File: src/rtl/dmac_pkg.sv
package dmac_pkg;
  parameter int DATA_W = 16;
  parameter int ADDR_W = 8;
  parameter int NUM_AR = 8;
  parameter int ACC_W  = 40;
  parameter int NUM_ACC = 2;
  localparam int AR_SEL_W  = $clog2(NUM_AR);
  localparam int ACC_SEL_W = $clog2(NUM_ACC);
  localparam int PROD_W    = 2 * DATA_W;

  typedef enum logic [2:0] {
    OP_NOP  = 3'd0,
    OP_MAC  = 3'd1,
    OP_MACN = 3'd2,
    OP_CLR  = 3'd3,
    OP_LDAR = 3'd4
  } op_e;

  // signed product of two data words
  function automatic logic [PROD_W-1:0] mul_signed(input logic [DATA_W-1:0] a,
                                                   input logic [DATA_W-1:0] b);
    logic signed [PROD_W-1:0] sa, sb;
    sa = PROD_W'($signed(a));
    sb = PROD_W'($signed(b));
    return sa * sb;
  endfunction

  // one extra bit above the accumulator to see overflow
  function automatic logic [ACC_W:0] mac_wide(input logic [ACC_W-1:0] acc,
                                              input logic [PROD_W-1:0] prod);
    return {acc[ACC_W-1], acc} + {{(ACC_W+1-PROD_W){prod[PROD_W-1]}}, prod};
  endfunction

  function automatic logic mac_ovf(input logic [ACC_W:0] wide);
    return wide[ACC_W] ^ wide[ACC_W-1];
  endfunction

  function automatic logic [ACC_W-1:0] mac_next(input logic [ACC_W-1:0] acc,
                                                input logic [PROD_W-1:0] prod,
                                                input logic sat);
    logic [ACC_W:0] wide;
    wide = mac_wide(acc, prod);
    if (sat && mac_ovf(wide))
      return wide[ACC_W] ? {1'b1, {(ACC_W-1){1'b0}}} : {1'b0, {(ACC_W-1){1'b1}}};
    return wide[ACC_W-1:0];
  endfunction
endpackage

File: src/rtl/dmac_ar_bank.sv
module dmac_ar_bank
  import dmac_pkg::*;
(
  input  logic                clk,
  input  logic                rst_n,
  input  op_e                 op,
  input  logic [AR_SEL_W-1:0] sel_i,
  input  logic [AR_SEL_W-1:0] sel_j,
  input  logic [ADDR_W-1:0]   imm,
  output logic [ADDR_W-1:0]   addr_i,
  output logic [ADDR_W-1:0]   addr_j
);
  logic [ADDR_W-1:0] ar_q [NUM_AR];
  logic step_en;
  logic load_en;

  assign step_en = (op == OP_MAC);
  assign load_en = (op == OP_LDAR);

  for (genvar k = 0; k < NUM_AR; k++) begin : g_ar
    logic hit_i, hit_j;
    assign hit_i = (sel_i == AR_SEL_W'(k));
    assign hit_j = (sel_j == AR_SEL_W'(k));
    // a register named by both operands still sees one step
    always_ff @(posedge clk or negedge rst_n) begin
      if (!rst_n)                         ar_q[k] <= '0;
      else if (load_en && hit_i)          ar_q[k] <= imm;
      else if (step_en && (hit_i || hit_j)) ar_q[k] <= ar_q[k] + ADDR_W'(1);
    end
  end

  assign addr_i = ar_q[sel_i];
  assign addr_j = ar_q[sel_j];

  assert_postinc_R4: assert property (@(posedge clk) disable iff (!rst_n)
    (step_en && sel_i != sel_j) |=>
      (ar_q[$past(sel_i)] == $past(ar_q[sel_i]) + ADDR_W'(1)) &&
      (ar_q[$past(sel_j)] == $past(ar_q[sel_j]) + ADDR_W'(1)));

  assert_single_step_R5: assert property (@(posedge clk) disable iff (!rst_n)
    (step_en && sel_i == sel_j) |=>
      ar_q[$past(sel_i)] == $past(ar_q[sel_i]) + ADDR_W'(1));

  assert_no_step_R6: assert property (@(posedge clk) disable iff (!rst_n)
    (op == OP_MACN) |=>
      (ar_q[$past(sel_i)] == $past(ar_q[sel_i])) &&
      (ar_q[$past(sel_j)] == $past(ar_q[sel_j])));

  assert_load_R9: assert property (@(posedge clk) disable iff (!rst_n)
    load_en |=> ar_q[$past(sel_i)] == $past(imm));
endmodule

File: src/rtl/dmac_mac_unit.sv
module dmac_mac_unit
  import dmac_pkg::*;
(
  input  logic                 clk,
  input  logic                 rst_n,
  input  logic                 fire,
  input  logic                 clr,
  input  logic [ACC_SEL_W-1:0] acc_sel,
  input  logic                 sat,
  input  logic [DATA_W-1:0]    xd,
  input  logic [DATA_W-1:0]    yd,
  output logic [ACC_W-1:0]     acc_a,
  output logic [ACC_W-1:0]     acc_b
);
  logic [ACC_W-1:0]  acc_q [NUM_ACC];
  logic [PROD_W-1:0] prod;
  logic [ACC_W-1:0]  acc_cur;
  logic              ovf;

  assign prod    = mul_signed(xd, yd);
  assign acc_cur = acc_q[acc_sel];
  assign ovf     = fire && mac_ovf(mac_wide(acc_cur, prod));

  for (genvar g = 0; g < NUM_ACC; g++) begin : g_acc
    logic mine;
    assign mine = (acc_sel == ACC_SEL_W'(g));
    always_ff @(posedge clk or negedge rst_n) begin
      if (!rst_n)              acc_q[g] <= '0;
      else if (clr && mine)    acc_q[g] <= '0;
      else if (fire && mine)   acc_q[g] <= mac_next(acc_q[g], prod, sat);
    end
  end

  assign acc_a = acc_q[0];
  assign acc_b = acc_q[1];

  assert_other_acc_hold_R3: assert property (@(posedge clk) disable iff (!rst_n)
    (fire || clr) |=> acc_q[~$past(acc_sel)] == $past(acc_q[~acc_sel]));

  assert_clear_R8: assert property (@(posedge clk) disable iff (!rst_n)
    clr |=> acc_q[$past(acc_sel)] == '0);

  assert_sat_clamp_R11: assert property (@(posedge clk) disable iff (!rst_n)
    (ovf && sat) |=>
      (acc_q[$past(acc_sel)] == {1'b0, {(ACC_W-1){1'b1}}}) ||
      (acc_q[$past(acc_sel)] == {1'b1, {(ACC_W-1){1'b0}}}));
endmodule

File: src/rtl/dmac_core.sv
module dmac_core
  import dmac_pkg::*;
(
  input  logic                 clk,
  input  logic                 rst_n,
  input  logic [2:0]           op_code,
  input  logic [AR_SEL_W-1:0]  op_ari,
  input  logic [AR_SEL_W-1:0]  op_arj,
  input  logic [ACC_SEL_W-1:0] op_acc,
  input  logic [ADDR_W-1:0]    op_imm,
  input  logic                 op_sat,
  output logic [ADDR_W-1:0]    x_addr,
  output logic [ADDR_W-1:0]    y_addr,
  input  logic [DATA_W-1:0]    x_rdata,
  input  logic [DATA_W-1:0]    y_rdata,
  output logic [ACC_W-1:0]     acc_a,
  output logic [ACC_W-1:0]     acc_b
);
  op_e op_d;
  assign op_d = op_e'(op_code);

  // stage 2 carries the accumulate control alongside the memory read
  logic                 s2_fire;
  logic                 s2_clr;
  logic [ACC_SEL_W-1:0] s2_acc;
  logic                 s2_sat;
  logic                 issue_mac;
  logic                 issue_clr;

  assign issue_mac = (op_d == OP_MAC) || (op_d == OP_MACN);
  assign issue_clr = (op_d == OP_CLR);

  always_ff @(posedge clk or negedge rst_n) begin
    if (!rst_n) begin
      s2_fire <= 1'b0;
      s2_clr  <= 1'b0;
      s2_acc  <= '0;
      s2_sat  <= 1'b0;
    end else begin
      s2_fire <= issue_mac;
      s2_clr  <= issue_clr;
      s2_acc  <= op_acc;
      s2_sat  <= op_sat;
    end
  end

  dmac_ar_bank i_ar_bank (
    .clk    (clk),
    .rst_n  (rst_n),
    .op     (op_d),
    .sel_i  (op_ari),
    .sel_j  (op_arj),
    .imm    (op_imm),
    .addr_i (x_addr),
    .addr_j (y_addr)
  );

  dmac_mac_unit i_mac_unit (
    .clk     (clk),
    .rst_n   (rst_n),
    .fire    (s2_fire),
    .clr     (s2_clr),
    .acc_sel (s2_acc),
    .sat     (s2_sat),
    .xd      (x_rdata),
    .yd      (y_rdata),
    .acc_a   (acc_a),
    .acc_b   (acc_b)
  );

  assert_stage_exclusive_R8: assert property (@(posedge clk) disable iff (!rst_n)
    !(s2_fire && s2_clr));
endmodule

File: config.mk
export PLATFORM = sky130hd
export DESIGN_NAME = dmac_core
export DESIGN_NICKNAME = d
export VERILOG_FILES = /design/src/rtl/dmac_pkg.sv /design/src/rtl/dmac_ar_bank.sv /design/src/rtl/dmac_mac_unit.sv /design/src/rtl/dmac_core.sv
export SDC_FILE = /design/constraint.sdc
export NUM_CORES = 1
export LEC_CHECK = 0
export BUFFER_PORTS_ARGS = -buffer_cell sky130_fd_sc_hd__buf_2
export CAP_MARGIN = 20
export CORE_MARGIN = 4
export CORE_UTILIZATION = 35
export CTS_BUF_LIST = sky130_fd_sc_hd__clkbuf_4 sky130_fd_sc_hd__clkbuf_8
export DETAILED_ROUTE_END_ITERATION = 6
export PLACE_DENSITY_LB_ADDON = 0.08
export SETUP_SLACK_MARGIN = 0.3
export SLEW_MARGIN = 5
export SYNTH_ARGS = -nofsm -noshare
export SYNTH_HDL_FRONTEND = slang
export SYNTH_SLANG_ARGS = --single-unit
File: constraint.sdc
create_clock -name clk -period 3.57 [get_ports clk]
set_input_delay 0.714 -clock clk [delete_from_list [all_inputs] [get_ports clk]]
set_output_delay 0.714 -clock clk [all_outputs]
set_load 0.1 [all_outputs]
==> insert_results.sql, run 1 <==
INSERT INTO impl_metrics (metric_group, metric, value, unit) VALUES
('outcome', 'outcome', 'finished, violations left', ''),
('outcome', 'violations_in_the_final_reports', 'setup timing', ''),
('synthesis', 'synth_simple_gate_area_share', '17.6', '%'),
('synthesis', 'synth-adder-area-share', '33.6', '%'),
('synthesis', 'postSynthAreaPerCell', '8.66', 'sq um'),
('synthesis', 'synthCells', '2575', ''),
('synthesis', 'synth_edf_count', '0', ''),
('worst_setup_path', 'worst_setup_path_start_kind', 'input pin', ''),
('grt', 'largest_net_degree_at_the_start_of_global_routing', '60', ''),
('cts', 'worst_skew_pair.late_latency', '0.56', 'ns'),
('grt', 'first_global_vias', '21400', ''),
('cts', 'cts_root_buf', 'sky130_fd_sc_hd__clkbuf_8', ''),
('synthesis', 'synth_compound_gate_area_share', '15.9', '%'),
('timing', 'final_min_period_over_clock_period', '245', '%'),
('synthesis', 'syn-num-nets', '3068', ''),
('timing', 'fmax', '114', 'MHz'),
('route', 'vias', '20600', ''),
('timing', 'relSlewSlack', '51.2', '%'),
('worst_setup_path', 'worstReg2RegEnd', 'i_mac_unit.acc_a[32]', ''),
('cells_and_area', 'nFillCells', '6298', ''),
('job', 'cap_violations', '0', ''),
('cts', 'cts_tree', 'done', ''),
('worst_setup_path', 'crit-reg2reg-launch', 'i_mac_unit.acc_a[0]', ''),
('timing', 'worst_slew_pin_slew', '0.732', 'ns'),
('worst_setup_path', 'rrSetupSlack', '-0.20', 'ns'),
('place', 'dp_cell_count', '3939', ''),
('route', 'vias_per_cell', '5.08', ''),
('synthesis', 'portion_of_netlist_area_occupied_by_mux_cells', '4.01', '%'),
('cts', 'cts_hold_fix_bufs', '0', ''),
('synthesis', 'synth_area_leader_cell', 'sky130_fd_sc_hd__fa_1', ''),
('die', 'total_die_area', '67800', 'sq um'),
('worst_setup_path', 'path_class', 'in -> reg', ''),
('synthesis', 'synth-warning-count', '0', ''),
('timing', 'worst_slack', '-5.19', 'ns'),
('die', 'io_pins', '149', ''),
('synthesis', 'yosysSeqAreaShare', '16.6', '%'),
('timing', 'final.setup_skew', '0.0258', 'ns'),
('timing', 'maxSlewViolCount', '0', ''),
('worst_setup_path', 'worst_r2r_path_depth', '17', ''),
('cells_and_area', 'area_growth_from_synthesis_to_layout', '34.4', '%'),
('grt', 'antenna_found_initial', '1', ''),
('cts', 'cts.reportedPaths.clkPinSlew', '0.10', 'ns'),
('die', 'floorplan_die_height', '260', 'microns'),
('cells_and_area', 'count_of_nets_after_finishing', '3679', ''),
('cells_and_area', 'fin_cells', '4046', ''),
('timing', 'setup_viol', '80', ''),
('cts', 'htree_levels', '4', ''),
('timing', 'finalCriticalPeriod', '8.76', 'ns'),
('route', 'number_of_detailed_route_iterations_in_the_first_pass', '5', ''),
('worst_setup_path', 'critical-path-max-stage-delay', '0.57', 'ns'),
('worst_setup_path', 'critical-path-top-cell-by-count', 'sky130_fd_sc_hd__fa_1', ''),
('route', 'ant_nets', '0', ''),
('timing', 'rsz0062_at_grt', 'true', ''),
('cells_and_area', 'final_layout_size_suffix_gt1_share', '31.1', '%'),
('cts', 'tritoncts_buffers', '17', ''),
('die', 'design.core.area', '63100', 'sq um'),
('die', 'fp-row-count', '92', ''),
('synthesis', 'postSynth.topFlopCell', 'sky130_fd_sc_hd__dfrtp_1', ''),
('place', 'portBuffers', '148', ''),
('grt', 'grt_overflow_total', '0', ''),
('route', 'drc', '0', ''),
('hold_path', 'min_path_type', 'in -> async', ''),
('synthesis', 'synth-xor-area-share', '4.90', '%'),
('worst_setup_path', 'end_kind', 'register', ''),
('route', 'drt-total-wl', '71.9', 'mm'),
('timing', 'hold_violations', '0', ''),
('synthesis', 'synth_top_area_share', '23.7', '%'),
('die', 'die_w', '260', 'microns'),
('cts', 'clock-sinks', '148', ''),
('synthesis', 'post_synth_instance_area', '22300', 'sq um'),
('synthesis', 'yosysUniqueCellTypes', '81', '');
-- cells in the final DEF (no fill, tap or decap), drive strengths merged, types with 23 or more instances in the layout --
master,count
inv,331
nand3,42
a21oi,151
buf,689
and3,25
xor2,41
and2,135
xnor2,84
dfrtp,148
o21ai,179
fa,264
nor3,28
a21o,66
ha,176
mux4,32
clkbuf,23
nand2,336
nor2,157
-- metrics by stage --
step / utilization [%] / TNS (ns) / hold WS [ns] / instance area, sq um / setup WS, ns
finish: 47.5 / -407.88 / 0.105 / 30000 / -5.19
global route: 47.5 / -426.32 / 0.0989 / 30000 / -5.40
CTS: 46.6 / -389.80 / 0.0559 / 29400 / -4.93
detailed placement: 43.8 / -477.70 / 0.512 / 27600 / -6.03
global placement: 43.8 / -472.49 / 0.502 / 27600 / -6.02
floorplan: - / -420.57 / 0.418 / 22700 / -5.34
-- metal layers --
layer | global-route usage, % | routed length [microns] | vias up
met3 | 2.47 | 2160 | 82
met1 | 28.6 | 31900 | 10300
met5 | 0 | 0 | -
li1 | - | - | 9838
met2 | 38.1 | 36400 | 355
met4 | 5.10 | 1450 | 0
-- area by class of cell --
class / instances / area, sq um / area share (%)
inverter: 323 / 1210 / 4.05
tap: 846 / 1060 / 3.53
clock inverter: 14 / 134 / 0.447
sequential: 148 / 3700 / 12.4
multi-input combinational: 2002 / 18200 / 60.6
timing repair buffer: 694 / 5430 / 18.1
clock buffer: 18 / 248 / 0.827
antenna: 1 / 2.50 / 0.00835
-- cells in the mapped netlist (10+ instances only) --
cell type / instances
sky130_fd_sc_hd__nand3_1: 42
sky130_fd_sc_hd__mux4_2: 32
sky130_fd_sc_hd__xor2_1: 41
sky130_fd_sc_hd__a211oi_1: 10
sky130_fd_sc_hd__a31oi_1: 16
sky130_fd_sc_hd__inv_1: 322
sky130_fd_sc_hd__nor3b_1: 10
sky130_fd_sc_hd__nor2_1: 157
sky130_fd_sc_hd__nor3_1: 28
sky130_fd_sc_hd__and3_1: 25
sky130_fd_sc_hd__xnor2_1: 82
sky130_fd_sc_hd__nand2b_1: 19
sky130_fd_sc_hd__o21bai_1: 14
sky130_fd_sc_hd__a21oi_1: 151
sky130_fd_sc_hd__clkbuf_1: 74
sky130_fd_sc_hd__dfrtp_1: 148
sky130_fd_sc_hd__o21ai_1: 33
sky130_fd_sc_hd__nor2b_1: 13
sky130_fd_sc_hd__ha_1: 176
sky130_fd_sc_hd__o22ai_1: 13
sky130_fd_sc_hd__nand4_1: 19
sky130_fd_sc_hd__mux2_2: 11
sky130_fd_sc_hd__buf_1: 11
sky130_fd_sc_hd__and2_1: 135
sky130_fd_sc_hd__a21o_1: 66
sky130_fd_sc_hd__o21a_1: 17
sky130_fd_sc_hd__nand2_1: 336
sky130_fd_sc_hd__o21ai_0: 145
sky130_fd_sc_hd__or3_1: 10
sky130_fd_sc_hd__fa_1: 264
-- what timing repair did --
item / CTS / global route
buffers inserted: 47 / 15
cloned: 10 / 2
endpoints found under the setup margin: 81 / 80
hold endpoints to repair: 0 / 0
pin swaps: 95 / 65
resized for setup: 223 / 104
-- worst max path at each step --
stage | from | to | cells after the start
detailed placement | x_rdata[6] | i_mac_unit.acc_b[0] | 39
global route | x_rdata[6] | i_mac_unit.acc_a[6] | 42
global placement | x_rdata[6] | i_mac_unit.acc_b[1] | 40
floorplan | x_rdata[6] | i_mac_unit.acc_a[38] | 36
finish | x_rdata[5] | i_mac_unit.acc_b[9] | 41
CTS | x_rdata[5] | i_mac_unit.acc_b[10] | 36
-- logic make-up (layout without fill, tap and decap cells) --
logic type,Yosys count,after routing
AO/OA/AOI/OAI,562,562
XOR/XNOR,124,125
adder cells (fa/ha/maj),440,440
buffers and inverters,426,1049
flip-flops,148,148
multiplexers,48,48
other,0,1
AND/OR/NAND/NOR,827,827
-- critical path, delay by kind of cell --
kind                     cells  cell delay [ns]
AND/OR/NAND/NOR              7             1.30
buffers and inverters       14             1.57
AO/OA/AOI/OAI               12             2.11
adder cells (fa/ha/maj)      8             3.48
-- flip-flops by register name (all words and copies together), names as in the netlist --
name and count:
i_mac_unit.acc_a 40, i_mac_unit.acc_b 40, s2_clr 1, s2_fire 1, i_ar_bank.ar_q 64, s2_acc 1, s2_sat 1
Power of run 1 is left out: the tool's default activity adds up to more than one toggle a clock period on the data nets, which glitch-free logic cannot reach.
==> inputs of run 2 (changes only) <==
ABC_AREA = 1   (was not set)
PLACE_DENSITY_LB_ADDON = 0.05   (was 0.08)
==> insert_results.sql, run 2 <==
INSERT INTO impl_metrics (metric_group, metric, value, unit) VALUES
('outcome', 'outcome', 'finished, violations left', ''),
('outcome', 'violations_in_the_final_reports', 'setup timing', ''),
('worst_setup_path', 'crit_path_top_delay_cell', 'sky130_fd_sc_hd__fa_1', ''),
('worst_setup_path', 'worst-path-max-fanout', '7', ''),
('cells_and_area', 'largest-register', 'i_ar_bank.ar_q', ''),
('cts', 'tritoncts_buffers', '17', ''),
('die', 'die_w', '271', 'microns'),
('route', 'drc', '0', ''),
('worst_setup_path', 'crit_buf_inv', '13', ''),
('timing', 'rsz0062_at_grt', 'true', ''),
('die', 'initial_core_util', '35.3', '%'),
('route', 'number_of_detailed_route_iterations_in_the_first_pass', '5', ''),
('synthesis', 'proportion_of_register_bits_with_asynchronous_set_or_reset_after_synthesis', '100', '%'),
('cells_and_area', 'count_of_nets_after_finishing', '4697', ''),
('worst_setup_path', 'setup.worst_path.start', 'y_rdata[15]', ''),
('die', 'fp-row-count', '96', ''),
('route', 'drt-total-wl', '91.2', 'mm'),
('route', 'vias_per_cell', '4.85', ''),
('cells_and_area', 'fin_cells', '5147', ''),
('route', 'vias', '25000', ''),
('place', 'dp_cell_count', '5046', ''),
('synthesis', 'yosysUniqueCellTypes', '54', ''),
('grt', 'grtUsageTotal', '24.6', '%'),
('route', 'met1_length', '39.5', 'mm'),
('timing', 'final_min_period_over_clock_period', '210', '%'),
('cts', 'cts_buffer_depth', '2', ''),
('cells_and_area', 'final_layout_size_suffix_gt1_share', '31.3', '%'),
('worst_setup_path', 'path_class', 'in -> reg', ''),
('synthesis', 'post_synth_instance_area', '24200', 'sq um'),
('timing', 'finalCriticalPeriod', '7.50', 'ns'),
('route', 'initialDrtViolationCount', '1331', ''),
('die', 'floorplan_die_height', '271', 'microns'),
('route', 'ant_nets', '0', ''),
('place', 'place_worst_setup_slack', '-5.14', 'ns'),
('synthesis', 'postSynthAreaPerCell', '7.00', 'sq um'),
('timing', 'relSlewSlack', '51.6', '%'),
('worst_setup_path', 'crit-reg2reg-launch', 'i_mac_unit.acc_a[0]', ''),
('place', 'place.detailed.hpwl', '74.5', 'mm'),
('cts', 'cts_hold_fix_bufs', '0', ''),
('synthesis', 'post_synth_main_area_contributors', 'sky130_fd_sc_hd__fa_1, sky130_fd_sc_hd__nand2_1, sky130_fd_sc_hd__dfrtp_1, sky130_fd_sc_hd__inv_1, sky130_fd_sc_hd__ha_1', ''),
('synthesis', 'synthCells', '3460', ''),
('synthesis', 'postSynthRegisterBits', '148', ''),
('place', 'portBuffers', '148', ''),
('timing', 'final.setup_skew', '0.0116', 'ns'),
('route', 'average_wire_length_per_cell_after_detail_routing', '17.7', 'microns'),
('worst_setup_path', 'critical-path-max-stage-delay', '0.53', 'ns'),
('grt', 'grt_pass1_wl', '144', 'mm'),
('grt', 'largest_net_degree_at_the_start_of_global_routing', '57', ''),
('cts', 'clock-sinks', '148', ''),
('route', 'route.met2.wl', '46.0', 'mm'),
('grt', 'grt_overflow_total', '0', ''),
('hold_path', 'min_path_type', 'in -> async', ''),
('cells_and_area', 'largest_register_ffs', '64', ''),
('timing', 'hold_slack', '0.165', 'ns'),
('synthesis', 'post_synth_most_frequent_cells', 'sky130_fd_sc_hd__nand2_1, sky130_fd_sc_hd__inv_1, sky130_fd_sc_hd__fa_1', ''),
('cts', 'cts_tree', 'done', ''),
('cts', 'worst_skew_pair.late_latency', '0.52', 'ns'),
('timing', 'hold_violations', '0', ''),
('synthesis', 'synth_area_leader_cell', 'sky130_fd_sc_hd__fa_1', ''),
('timing', 'setup_viol', '80', ''),
('worst_setup_path', 'worst-endpoint-required', '4.03', 'ns'),
('timing', 'worst_slew_pin_slew', '0.726', 'ns'),
('timing', 'fmax', '133', 'MHz'),
('route', 'highest_layer', 'met4', ''),
('cts', 'cts.reportedPaths.clkPinSlew', '0.10', 'ns'),
('cells_and_area', 'most-common-layout-cells', 'sky130_fd_sc_hd__nand2_1, sky130_fd_sc_hd__inv_1, sky130_fd_sc_hd__buf_4', ''),
('timing', 'finalSetupTns', '-310.35', 'ns'),
('synthesis', 'synth_top_area_share', '21.8', '%'),
('synthesis', 'synth_edf_count', '0', ''),
('place', 'finalWeightedCongestion', '0.914', ''),
('synthesis', 'postSynth.topFlopCell', 'sky130_fd_sc_hd__dfrtp_1', ''),
('cells_and_area', 'nFillCells', '6810', ''),
('synthesis', 'synth-warning-count', '0', ''),
('die', 'design.core.area', '68600', 'sq um'),
('grt', 'antenna_found_initial', '1', ''),
('timing', 'worst_slack', '-3.93', 'ns'),
('timing', 'maxSlewViolCount', '0', ''),
('die', 'io_pins', '149', ''),
('cells_and_area', 'area_growth_from_synthesis_to_layout', '40.7', '%'),
('synthesis', 'synth.most_common_cell', 'sky130_fd_sc_hd__nand2_1', ''),
('synthesis', 'syn-num-nets', '3953', ''),
('worst_setup_path', 'worst_setup_path_start_kind', 'input pin', ''),
('worst_setup_path', 'end_kind', 'register', ''),
('cts', 'cts_root_buf', 'sky130_fd_sc_hd__clkbuf_8', ''),
('die', 'total_die_area', '73500', 'sq um'),
('cts', 'htree_levels', '4', ''),
('job', 'cap_violations', '0', ''),
('worst_setup_path', 'critical-path-top-delay-family', 'adder cells', ''),
('worst_setup_path', 'worst-endpoint-arrival', '7.96', 'ns'),
('synthesis', 'yosysSeqAreaShare', '15.3', '%'),
('grt', 'first_global_vias', '26000', ''),
('route', 'detailroute.wirelength.met3', '3.25', 'mm'),
('cells_and_area', 'leading_cell_type_in_the_layout_fill_and_taps_excluded', 'sky130_fd_sc_hd__nand2_1', '');
-- run 2: changes by cell type after synthesis, moves of 19 or more --
cell	before	now
sky130_fd_sc_hd__xor2_1	41	60
sky130_fd_sc_hd__nor2_1	157	232
sky130_fd_sc_hd__nand3_1	42	124
sky130_fd_sc_hd__nand2b_1	19	0
sky130_fd_sc_hd__inv_1	322	669
sky130_fd_sc_hd__and2_1	135	0
sky130_fd_sc_hd__and3_1	25	1
sky130_fd_sc_hd__mux4_2	32	0
sky130_fd_sc_hd__o21ai_1	33	4
sky130_fd_sc_hd__nand2_2	0	32
sky130_fd_sc_hd__a21o_1	66	5
sky130_fd_sc_hd__xnor2_1	82	53
sky130_fd_sc_hd__nand2_1	336	1005
-- run 2: metal layers --
| metal | track usage (%) | vias to the layer above |
|---|---|---|
| met5 | 0 | - |
| met4 | 6.37 | 0 |
| met3 | 2.40 | 112 |
| met2 | 44.4 | 479 |
| met1 | 31.7 | 12200 |
| li1 | - | 12200 |
-- run 2: repair_timing --
item / CTS / global route
setup buffers: 42 / 15
gates cloned: 9 / 4
hold endpoints to repair: 0 / 0
gates resized for setup: 299 / 209
pin swaps: 68 / 55
endpoints found under the setup margin: 80 / 81
-- run 2: per-stage QoR --
stage                     utilization, %  cell area [sq um]
after floorplan                        -              24900
after global placement              45.0              30900
after detailed placement            45.0              30900
after CTS                           48.2              33100
after global routing                49.7              34100
final                               49.7              34100
-- run 2: final timing paths --
| kind | to | slack [ns] | cells after the start |
|---|---|---|---|
| max | i_mac_unit.acc_b[3] | -3.93 | 45 |
| min | i_ar_bank.ar_q[11] | 0.17 | 1 |
| max reg2reg | i_mac_unit.acc_a[26] | 0.53 | 17 |
| min reg2reg | i_mac_unit.acc_b[4] | 0.52 | 2 |
| max in group asynchronous | i_mac_unit.acc_b[29] | 2.62 | 2 |
| min in group clk | s2_sat | 0.29 | 1 |
-- run 2: layout make-up --
cell class	instances	area (sq um)	area share, %
timing repair buffer	836	6790	19.9
inverter	682	2570	7.53
clock inverter	11	116	0.342
antenna	1	2.50	0.00734
multi-input combinational	2519	19500	57.1
clock buffer	19	262	0.767
tap	931	1160	3.42
sequential	148	3700	10.9
-- run 2: cells by family (layout without fill, tap and decap cells) --
group,Yosys count,after routing,share of synthesized area (%)
buffers and inverters,793,1548,12.7
and+or+nand+nor,1518,1518,26.0
xor gates and xnor gates,113,113,4.09
DFF,148,148,15.3
AOI/OAI and AO/OA,448,448,11.0
other,0,1,0
adders and majority gates,440,440,30.9
Power of run 2 is left out for the same reason.
